$ cat src/rtl/skc_pkg.sv
package skc_pkg;

    typedef enum logic [1:0] {
        MD_LINE  = 2'd0,
        MD_CIRC  = 2'd1,
        MD_ERASE = 2'd2,
        MD_WRITE = 2'd3
    } mode_e;

    localparam int N_MODES = 4;

    typedef struct packed {
        mode_e mode;
        logic  p1v;
        logic  p2v;
        logic  drawn;
        logic  redraw;
        logic  pend;
        logic  lat_p1;
        logic  lat_p2;
        logic  draw_go;
        logic  draw_circle;
        logic  erase_mark;
        logic  erase_go;
        logic  pts_clear;
        logic  write_gate;
    } seq_state_t;

endpackage

$ cat src/rtl/skc_sync.sv
module skc_sync #(
    parameter int W      = 10,
    parameter int STAGES = 2
) (
    input  logic         clk,
    input  logic         rst_n,
    input  logic [W-1:0] raw,
    output logic [W-1:0] lvl,
    output logic [W-1:0] rise
);
    logic [W-1:0] stg_q [STAGES];
    logic [W-1:0] prev_q;

    always_ff @(posedge clk or negedge rst_n) begin
        if (!rst_n) begin
            stg_q[0] <= '0;
            prev_q   <= '0;
        end else begin
            stg_q[0] <= raw;
            prev_q   <= stg_q[STAGES-1];
        end
    end

    for (genvar s = 1; s < STAGES; s++) begin : g_stage
        always_ff @(posedge clk or negedge rst_n) begin
            if (!rst_n) stg_q[s] <= '0;
            else        stg_q[s] <= stg_q[s-1];
        end
    end

    assign lvl  = stg_q[STAGES-1];
    assign rise = lvl & ~prev_q;

    // one press never yields events on two consecutive cycles
    a_r2_one_event: assert property (@(posedge clk) disable iff (!rst_n)
        (rise != '0) |=> ((rise & $past(rise)) == '0));

endmodule

$ cat src/rtl/skc_seq.sv
module skc_seq
    import skc_pkg::*;
(
    input  logic               clk,
    input  logic               rst_n,
    input  logic [N_MODES-1:0] mode_ev,
    input  logic               hit_ev,
    input  logic               excon_ev,
    input  logic               exera_ev,
    input  logic               ept_ev,
    input  logic               en_lvl,
    input  logic               pick_lvl,
    output seq_state_t         st
);
    seq_state_t st_d, st_q;
    logic       build_mode;

    always_comb begin
        st_d             = st_q;
        build_mode       = (st_q.mode == MD_LINE) || (st_q.mode == MD_CIRC);
        st_d.lat_p1      = 1'b0;
        st_d.lat_p2      = 1'b0;
        st_d.erase_mark  = 1'b0;
        st_d.erase_go    = 1'b0;
        st_d.pts_clear   = 1'b0;
        st_d.redraw      = 1'b0;
        st_d.draw_go     = st_q.redraw;
        if (st_q.redraw) st_d.draw_circle = (st_q.mode == MD_CIRC);

        if (mode_ev != '0) begin
            for (int m = N_MODES - 1; m >= 0; m--) begin
                if (mode_ev[m]) st_d.mode = mode_e'(m);
            end
            st_d.p1v    = 1'b0;
            st_d.p2v    = 1'b0;
            st_d.drawn  = 1'b0;
            st_d.redraw = 1'b0;
        end else if (ept_ev) begin
            st_d.p1v       = 1'b0;
            st_d.p2v       = 1'b0;
            st_d.drawn     = 1'b0;
            st_d.redraw    = 1'b0;
            st_d.pts_clear = 1'b1;
        end else if (excon_ev && build_mode && st_q.p1v && st_q.p2v) begin
            st_d.draw_go     = 1'b1;
            st_d.draw_circle = (st_q.mode == MD_CIRC);
            st_d.drawn       = 1'b1;
        end else if (exera_ev && st_q.mode == MD_ERASE && st_q.pend) begin
            st_d.erase_go = 1'b1;
            st_d.pend     = 1'b0;
        end else if (hit_ev) begin
            if (st_q.mode == MD_ERASE) begin
                st_d.erase_mark = 1'b1;
                st_d.pend       = 1'b1;
            end else if (build_mode && en_lvl) begin
                if (!st_q.p1v) begin
                    st_d.lat_p1 = 1'b1;
                    st_d.p1v    = 1'b1;
                end else if (!st_q.p2v) begin
                    st_d.lat_p2 = 1'b1;
                    st_d.p2v    = 1'b1;
                end else if (st_q.mode == MD_CIRC && pick_lvl) begin
                    st_d.lat_p2 = 1'b1;
                    st_d.redraw = st_q.drawn;
                end else begin
                    st_d.lat_p1 = 1'b1;
                    st_d.redraw = st_q.drawn;
                end
            end
        end

        st_d.write_gate = (st_d.mode == MD_WRITE) && en_lvl;
    end

    always_ff @(posedge clk or negedge rst_n) begin
        if (!rst_n) begin
            st_q      <= '0;
            st_q.mode <= MD_LINE;
        end else begin
            st_q <= st_d;
        end
    end

    assign st = st_q;

    // a draw command only follows a cycle in which the lamp was lit
    a_r4_draw_after_lamp: assert property (@(posedge clk) disable iff (!rst_n)
        st_q.draw_go |-> $past(st_q.p1v && st_q.p2v));
    // latching point two leaves both points held
    a_r3_p2_lights_lamp: assert property (@(posedge clk) disable iff (!rst_n)
        st_q.lat_p2 |-> (st_q.p1v && st_q.p2v));
    // the write gate is only open in write mode
    a_r8_gate_in_write: assert property (@(posedge clk) disable iff (!rst_n)
        st_q.write_gate |-> (st_q.mode == MD_WRITE));
    // erase execution happens only in erase mode
    a_r7_erase_go_mode: assert property (@(posedge clk) disable iff (!rst_n)
        st_q.erase_go |-> (st_q.mode == MD_ERASE));
    // clearing points drops the lamp
    a_r9_clear_drops_lamp: assert property (@(posedge clk) disable iff (!rst_n)
        st_q.pts_clear |-> !(st_q.p1v || st_q.p2v));
    // a mode change leaves no point held
    a_r10_mode_clears: assert property (@(posedge clk) disable iff (!rst_n)
        (st_q.mode != $past(st_q.mode)) |-> !(st_q.p1v || st_q.p2v));
    // point and mark strobes are mutually exclusive
    a_r11_strobes_excl: assert property (@(posedge clk) disable iff (!rst_n)
        $onehot0({st_q.lat_p1, st_q.lat_p2, st_q.erase_mark}));

endmodule

$ cat src/rtl/sketch_mode_ctrl.sv
module sketch_mode_ctrl
    import skc_pkg::*;
#(
    parameter int SYNC_STAGES = 2
) (
    input  logic       clk,
    input  logic       rst_n,
    input  logic [3:0] mode_btn,
    input  logic       pen_en,
    input  logic       pen_hit,
    input  logic       pick_second,
    input  logic       exec_con_btn,
    input  logic       exec_era_btn,
    input  logic       erase_pt_btn,
    output logic [1:0] mode_o,
    output logic       lat_p1,
    output logic       lat_p2,
    output logic       con_ready,
    output logic       draw_go,
    output logic       draw_circle,
    output logic       erase_mark,
    output logic       erase_go,
    output logic       pts_clear,
    output logic       write_gate
);
    localparam int IDX_HIT  = N_MODES;
    localparam int IDX_XCON = N_MODES + 1;
    localparam int IDX_XERA = N_MODES + 2;
    localparam int IDX_EPT  = N_MODES + 3;
    localparam int IDX_EN   = N_MODES + 4;
    localparam int IDX_PICK = N_MODES + 5;
    localparam int NIN      = N_MODES + 6;

    logic [NIN-1:0] raw, lvl, rise;
    seq_state_t     st;

    assign raw = {pick_second, pen_en, erase_pt_btn, exec_era_btn,
                  exec_con_btn, pen_hit, mode_btn};

    skc_sync #(.W(NIN), .STAGES(SYNC_STAGES)) u_sync (
        .clk  (clk),
        .rst_n(rst_n),
        .raw  (raw),
        .lvl  (lvl),
        .rise (rise)
    );

    skc_seq u_seq (
        .clk     (clk),
        .rst_n   (rst_n),
        .mode_ev (rise[N_MODES-1:0]),
        .hit_ev  (rise[IDX_HIT]),
        .excon_ev(rise[IDX_XCON]),
        .exera_ev(rise[IDX_XERA]),
        .ept_ev  (rise[IDX_EPT]),
        .en_lvl  (lvl[IDX_EN]),
        .pick_lvl(lvl[IDX_PICK]),
        .st      (st)
    );

    assign mode_o      = st.mode;
    assign lat_p1      = st.lat_p1;
    assign lat_p2      = st.lat_p2;
    assign con_ready   = st.p1v & st.p2v;
    assign draw_go     = st.draw_go;
    assign draw_circle = st.draw_circle;
    assign erase_mark  = st.erase_mark;
    assign erase_go    = st.erase_go;
    assign pts_clear   = st.pts_clear;
    assign write_gate  = st.write_gate;

endmodule

$ cat config.mk
export PLATFORM = sky130hd
export DESIGN_NAME = sketch_mode_ctrl
export DESIGN_NICKNAME = d
export VERILOG_FILES = /design/src/rtl/skc_pkg.sv /design/src/rtl/skc_sync.sv /design/src/rtl/skc_seq.sv /design/src/rtl/sketch_mode_ctrl.sv
export SDC_FILE = /design/constraint.sdc
export NUM_CORES = 1
export LEC_CHECK = 0
export ABC_AREA = 1
export ABC_CLOCK_PERIOD_IN_PS = 1100
export BUFFER_PORTS_ARGS = -buffer_cell sky130_fd_sc_hd__buf_2
export CORE_UTILIZATION = 45
export DETAILED_ROUTE_END_ITERATION = 10
export GPL_TIMING_DRIVEN = 0
export HOLD_SLACK_MARGIN = 0.15
export PLACE_DENSITY_LB_ADDON = 0.12
export SKIP_LAST_GASP = 1
export SLEW_MARGIN = 25
export SYNTH_ARGS = -nofsm -noshare
export SYNTH_HDL_FRONTEND = slang
export SYNTH_SLANG_ARGS = --single-unit
export TNS_END_PERCENT = 30
$ cat constraint.sdc
create_clock -name clk -period 1.1 [get_ports clk]
set_input_delay 0.055 -clock clk [delete_from_list [all_inputs] [get_ports clk]]
set_output_delay 0.055 -clock clk [all_outputs]
set_load 0.01 [all_outputs]
# --- After elaboration in Yosys (flattened, before gate mapping) ---
# Cells that the tools add are included.
word_totals:
  word_cells: 91
  out_inout_bits: 11
  in_bits: 12
  register_bits: 43
classes:
  reduce_logical: 20
  eq_ne: 6
  n_bitwise: 6
  mux: 42
ops:
  columns: ["op", "n"]
  rows:
  - ["two-way mux 2 bit", 15]
  - ["two-way mux 1 bit", 21]
  - ["two-way mux 4 bit", 4]
  - ["nonzero test 3 bit", 4]
  - ["AND reduction 5 bit", 2]
  - ["inequality test 3 x 2 -> 1 bit (second input constant)", 3]
  - ["AND 8 bit", 1]
  - ["logical AND 1 bit", 8]
  - ["NOT 8 bit", 1]
  - ["two-way mux 7 bit", 1]
  - ["two-way mux 6 bit", 1]
  - ["AND reduction 6 bit", 1]
  - ["equality test 2 bit (second input constant)", 2]
  - ["nonzero test 2 bit", 2]
  - ["nonzero test 4 bit", 1]
  - ["NOT 1 bit", 3]
  - ["equality test 2 x 1 -> 1 bit (second input constant)", 1]
  - ["logical NOT 2 bit", 1]
  - ["AND 1 bit", 1]
  - ["logical OR 1 bit", 1]

# --- Logic depth before layout (Yosys ltp) ---
# Gate-level depths: netlist (run 1).
depth:
  word_depth: 12
  ltp_mapped: 8
  mapped_depth_nobuf: 8

# --- Hierarchy ---
# From an unflattened synthesis (run 1), not the netlist that was laid out.
unflattened:
  cells_unflattened: 137
  area_unflattened_um2: 1672.9
by_module_without_submodules:
  columns: ["mod", "n_inst", "area_each_um2", "seq_area_each_um2", "cells_per_inst"]
  rows:
  - ["skc_sync", 1, 925.9, 750.7, 60]
  - ["skc_seq", 1, 739.5, 375.4, 75]
  - ["sketch_mode_ctrl", 1, 7.5, 0.0, 2]

# --- Worst setup path before layout (run 1) ---
# OpenSTA, ideal clock, no wires.
synth_path:
  path_type: "register -> register"
  from: "reg u_seq.st_q, in the netlist u_seq.st[14]"
  to: "reg u_seq.st_q, in the netlist u_seq.st[4]"
  t_required_ns: 0.984
  arrival_time_ns: 0.907
  path_buffers: 0
  setup_time_ns: 0.116
  path_slack_ns: 0.077
  period_less_slack_ns: 1.023
  path_stages_with_launch: 7
  path_cell_list: "dfrtp_1 -> inv_2 -> nand3b_4 -> nor2_4 -> nand3_2 -> nand3_1 -> nand2_1"
synth_lines:
  columns: ["item", "line_no", "text"]
  rows:
  - ["from (decl)", "skc_seq.sv:15", "seq_state_t st_d, st_q;"]
  - ["from (signal assigned)", "skc_seq.sv:80", "st_q <= st_d;"]

# --- Worst setup path in the final report (run 1) ---
layout_path:
  from: "reg u_seq.st_q, in the netlist u_seq.st[14]"
  to: "out mode_o[1]"
layout_lines:
  columns: ["item", "line_no", "text"]
  rows:
  - ["to (decl)", "sketch_mode_ctrl.sv:15", "output logic [1:0] mode_o,"]
# No word-level cell between the ends.

==> results of run 1 <==
[where the power goes]
group	total, mW	leakage [nW]	switching [mW]	internal [mW]
clock network	1.03	0.0482	0.496	0.537
registers	1.71	0.527	0.0493	1.66
logic	0.303	0.453	0.160	0.143
[kinds of logic after synthesis]
kind of cell	after synthesis	synth area share, %
AND/OR/NAND/NOR	54	20.2
flip-flops	43	72.0
buffers and inverters	21	5.86
AO/OA/AOI/OAI	4	1.93
[worst register-to-register path, stage by stage (launching register included)]
cell     delay, ns
dfrtp_2       0.47
inv_4         0.07
nor2_4        0.16
nand2_2       0.09
nand3_1       0.07
nor2_1        0.04
nor2_1        0.08
nor2_1        0.04
[area by class of cell]
cell class / instances / area, µm²
fillers: 280 / 1130
flip-flops and latches: 43 / 1080
multi-input cells: 58 / 360
repair buffers: 38 / 290
inverters: 19 / 75.1
well taps: 44 / 55.1
clock buffers: 6 / 51.3
clock inverters: 2 / 35.0
plain buffers: 2 / 22.5
[per-stage QoR]
step / TNS [ns] / instances / util, %
floorplan: 0 / 122 / -
global placement: -0.0471 / 188 / 53.5
detailed placement: -0.0679 / 188 / 53.5
CTS: -0.120 / 210 / 61.4
global route: -0.863 / 212 / 63.4
finish: -0.0385 / 212 / 63.4
[final timing paths]
kind	startpoint	endpoint	slack (ns)	cells after the start
max in group asynchronous	rst_n	u_seq.st[14]	0.46	3
setup / recovery	u_seq.st[14]	mode_o[1]	-0.03	2
min in group clk	pen_en	u_sync.stg_q[18]	0.33	2
hold reg to reg	u_sync.stg_q[10]	u_sync.lvl[0]	0.36	0
setup reg to reg	u_seq.st[14]	u_seq.st[12]	0	7
hold / removal	rst_n	u_sync.prev_q[1]	0.17	2
[what timing repair did]
item                       CTS  global route
buffers inserted             3             1
hold endpoints to repair    53             0
setup endpoints to repair    8            14
pin swaps                    2             4
hold buffers                11             0
gates resized for setup      9             7
[sequential cells by signal (all words and copies together), names as in the netlist]
| name | flops |
|---|---|
| u_sync.prev_q | 8 |
| u_seq.st | 15 |
| u_sync.stg_q | 10 |
| u_sync.lvl | 10 |
[metal layers]
layer  GRT usage [%]  vias to the layer above  part of all wire, %  wire, µm
met3            4.59                        7                  3.7        85
met5               0                        -                    0         0
met1            16.4                      426                   44      1000
met2            24.6                       23                   49      1140
li1                -                      455                    -         -
met4            12.6                        0                  3.1        70
[cells in the final DEF, fill, tap and decap left out, drive strengths merged]
| cell | instances |
|---|---|
| a21boi | 2 |
| buf | 29 |
| bufinv | 1 |
| clkbuf | 6 |
| clkinv | 2 |
| dfrtp | 43 |
| dlygate4sd3 | 11 |
| inv | 18 |
| nand2 | 26 |
| nand3 | 6 |
| nand3b | 1 |
| nand4 | 2 |
| nor2 | 18 |
| nor3 | 1 |
| o21ai | 2 |
==> flow_summary.toml, run 1 <==
[min_path]
hold_path_class = "input port to asynchronous set/reset pin"

[setup_path]
path_cells = "buf_6, buf_6"
cp_slowest_cell = "dfrtp_2"
worst_setup_path_end_kind = "output pin"
crit_required_ns = 1.04
critPathMaxFanout = 5
startpoint_type = "flop"
critPathBufInv = 2
worstSetupPathType = "flop to output pin"
cpPeakStageDelay_ns = 0.48
cpLargestDelayFamily = "flip-flops"
cpMostUsedCell = "buf_6"
arrival_ns = 1.07

[detailed_routing]
routed_wl_um = 2300
drcViolationCount = 0
vias = 911
dr.pass1.iters = 4
viasPerCell = 4.30
routedWlPerCell_um = 10.8
dr.first_iter.drc_count = 28
ant_nets = 0

[timing]
fin_hold_ws_ns = 0.169
clock_skew_ns = 0.0157
maxSlewHeadroom_pct = 69.9
tightest_slew_ns = 0.451
finalSetupViolCount = 4
setup_slack_ns = -0.0266
clock.fmax_mhz = 888
period_needed_ns = 1.13
rsz0062_at_grt = "yes"
maxSlewViolCount = 0
finalCritPeriodShare_pct = 102
hold_viol = 0

[synthesis]
synth_top_area_cell = "dfrtp_1"
synthTopCellsByArea = "dfrtp_1, nand2_1, inv_1"
synth_warnings = 0
synth_seq_area_share_pct = 72.0
synth_cell_types = 21
yosysTopAreaCellShare_pct = 72.0
syn_avg_cell_area_um2 = 12.2
synth_ff_type = "dfrtp_1"
synth_common_cells = "dfrtp_1, nand2_1, inv_1, nor2_1, nand2_2"
syn_nets = 134
synth.most_common_cell = "dfrtp_1"
synth-seq-cells = 43
syn_inst = 122
synth_area_um2 = 1490
synth_edf_count = 0
ys_async_sr_fraction_pct = 100

[clock_tree]
path_clk_slew_ns = 0.11
cts_made_buffers = 5
cts_tree = "yes"
htreeDepth = 2
numClockSinks = 43
ctsLongestPathBuffers = 2
clock_latency_ns = 0.36
cts-root-buf = "clkbuf_4"

[finish]
diodes = 0
layout.nets = 179
drive_gt1_share_pct = 38.7
fin_area_um2 = 1970
area_growth_pct = 31.7

[floorplan]
die_y_um = 59.6
ios = 23
core_area_um2 = 3100
fp.dieArea_um2 = 3550
std_cell_rows = 20
die_x_um = 59.6
start_util_pct = 48.1

[global_route]
first_global_vias = 928
grt_remaining_overflow = 0
antenna_found_initial = 0
grt_start_max_net_pins = 44
grt_pass1_wl_um = 3730
grt_use_total_pct = 15.2

[placement]
routabilityCongestion = 0.788
placed_area_um2 = 1660
pre_cts_slack_ns = -0.0347
hpwl_um = 1430
port_buffers = 22

[status]
violations = "negative setup slack"
outcome = "complete, but fails checks"

[power]
vdd_ir_drop_max_mv = 1.09
power.leakage_nw = 1.03
p_total_mw = 3.05
pwr_density_cell_nw_per_um2 = 1550

[flow_run]
drv_cap = 0
Power figures use the tool's default switching activity.
==> run 2: changes to the inputs <==
Settings changed: CAP_MARGIN from default to 0, SLEW_MARGIN 25 to 30, SYNTH_HIERARCHICAL from default to 1.
==> flow_summary.toml, run 2 <==
[status]
outcome = "complete, but fails checks"
violations = "negative setup slack"

[detailed_routing]
viasPerCell = 4.44
dr.pass1.iters = 4
vias = 945
routed_wl_um = 2210
ant_nets = 0
drcViolationCount = 0
routedWlPerCell_um = 10.4
dr.first_iter.drc_count = 50

[global_route]
grt_use_total_pct = 15.4
antenna_found_initial = 0
first_global_vias = 901
grt_remaining_overflow = 0
grt_start_max_net_pins = 44
grt_pass1_wl_um = 3820

[synthesis]
synth_area_um2 = 1540
syn_nets = 135
syn_avg_cell_area_um2 = 12.5
syn_inst = 123
synth_warnings = 6

[clock_tree]
ctsLongestPathBuffers = 2
cts-root-buf = "clkbuf_4"
htreeDepth = 2
clock_latency_ns = 0.35
cts_made_buffers = 5
path_clk_slew_ns = 0.12
cts_tree = "yes"
numClockSinks = 43

[setup_path]
arrival_ns = 1.59
reg2regPathDepth = 9
worstSetupPathType = "flop to flop"
ff2ff_setup_slack_ns = -0.20
startpoint_type = "flop"
crit_required_ns = 1.39
r2r-start = "u_sync/lvl[3]"
reg2reg_to = "u_seq/st[11]"
critPathMaxFanout = 5
worst_setup_path_end_kind = "flop"

[flow_run]
drv_cap = 0

[finish]
fin_area_um2 = 1950
largest_register_ffs = 15
layout_commonest_cell = "dfrtp_1"
area_growth_pct = 26.6
fin_util_pct = 61.9
layout.nets = 180
final_cell_mix = "dfrtp_1, buf_2, inv_1, nand2_1, dlygate4sd3_1"
fillers = 274
diodes = 0
drive_gt1_share_pct = 37.9

[placement]
routabilityCongestion = 0.725
port_buffers = 22
placed_area_um2 = 1710
pre_cts_slack_ns = -0.186
hpwl_um = 1400

[timing]
maxSlewHeadroom_pct = 66.7
tns_ns = -1.57
period_needed_ns = 1.30
setup_slack_ns = -0.196
finalCritPeriodShare_pct = 118
tightest_slew_ns = 0.499
clock.fmax_mhz = 772
clock_skew_ns = 0.00884
finalSetupViolCount = 12
hold_viol = 0
maxSlewViolCount = 0
rsz0062_at_grt = "yes"

[floorplan]
die_x_um = 60.6
fp.dieArea_um2 = 3670
ios = 23
core_area_um2 = 3150
start_util_pct = 48.9
std_cell_rows = 20
die_y_um = 60.6

[power]
vdd_ir_drop_max_mv = 0.936
power.leakage_nw = 0.976
pwr_density_cell_nw_per_um2 = 1540

[min_path]
hold_path_class = "input port to asynchronous set/reset pin"
## run 2: cell types whose count changed in the layout (fill, tap and decap cells not counted), moves of 4 or more
cell | before | now
nor2_2 | 2 | 8
nand2_2 | 9 | 2
inv_1 | 14 | 18
buf_6 | 4 | 0
buf_4 | 4 | 8
## run 2: per-layer routing
metal | part of all wire, % | track usage, %
met3 | 4.7 | 7.68
met2 | 51 | 25.6
met5 | 0 | 0
met4 | 1.9 | 6.82
met1 | 43 | 16.5
## run 2: final cells by class
class | count | area, µm² | share of cell area [%]
Inverter | 21 | 78.8 | 4.04
Buffer | 2 | 15.0 | 0.769
Multi-Input combinational cell | 57 | 387 | 19.8
Clock buffer | 5 | 37.5 | 1.92
Clock inverter | 3 | 43.8 | 2.24
Sequential cell | 43 | 1080 | 55.1
Tap cell | 44 | 55.1 | 2.82
Timing Repair Buffer | 38 | 260 | 13.3
## run 2: how the worst max path moves through the flow
| stage | start | endpoint | depth (start not counted) |
|---|---|---|---|
| floorplan | u_sync/lvl[2] | u_seq/st[12] | 8 |
| global placement | u_sync/lvl[2] | u_seq/st[12] | 8 |
| detailed placement | u_sync/lvl[2] | u_seq/st[12] | 8 |
| CTS | u_sync/lvl[1] | u_seq/st[12] | 8 |
| global route | u_sync/lvl[3] | u_seq/st[11] | 8 |
| finish | u_sync/lvl[3] | u_seq/st[11] | 9 |
## run 2: critical path, stage by stage (launching register included)
cell     delay (ns)
dfrtp_1        0.40
inv_1          0.06
nor2_2         0.05
nor2_4         0.15
nand3_2        0.20
nor2_1         0.15
nor2_1         0.07
nand2_1        0.05
nand2_1        0.05
nand2_1        0.06
## run 2: power by group
part           switching (mW)  internal [mW]
combinational           0.177          0.136
clock                   0.489          0.478
sequential             0.0529           1.67
total                   0.718           2.28
## run 2: stage by stage
| step | power (mW) | hold slack [ns] | instances |
|---|---|---|---|
| final | 3.00 | 0.203 | 213 |
| after detailed placement | 2.01 | 0.164 | 189 |
| after floorplan | 1.91 | -0.241 | 123 |
| after global routing | 3.17 | 0.241 | 213 |
| after global placement | 2.00 | 0.162 | 189 |
| after CTS | 3.03 | 0.319 | 211 |
## run 2: timing repair
| action | 4_1_cts | 5_1_grt |
|---|---|---|
| pin swaps | 6 | 5 |
| buffers inserted | 3 | 2 |
| hold buffers | 11 | 0 |
| gates resized for setup | 2 | 3 |
| endpoints found under the hold margin | 53 | 0 |
| endpoints found under the setup margin | 14 | 15 |
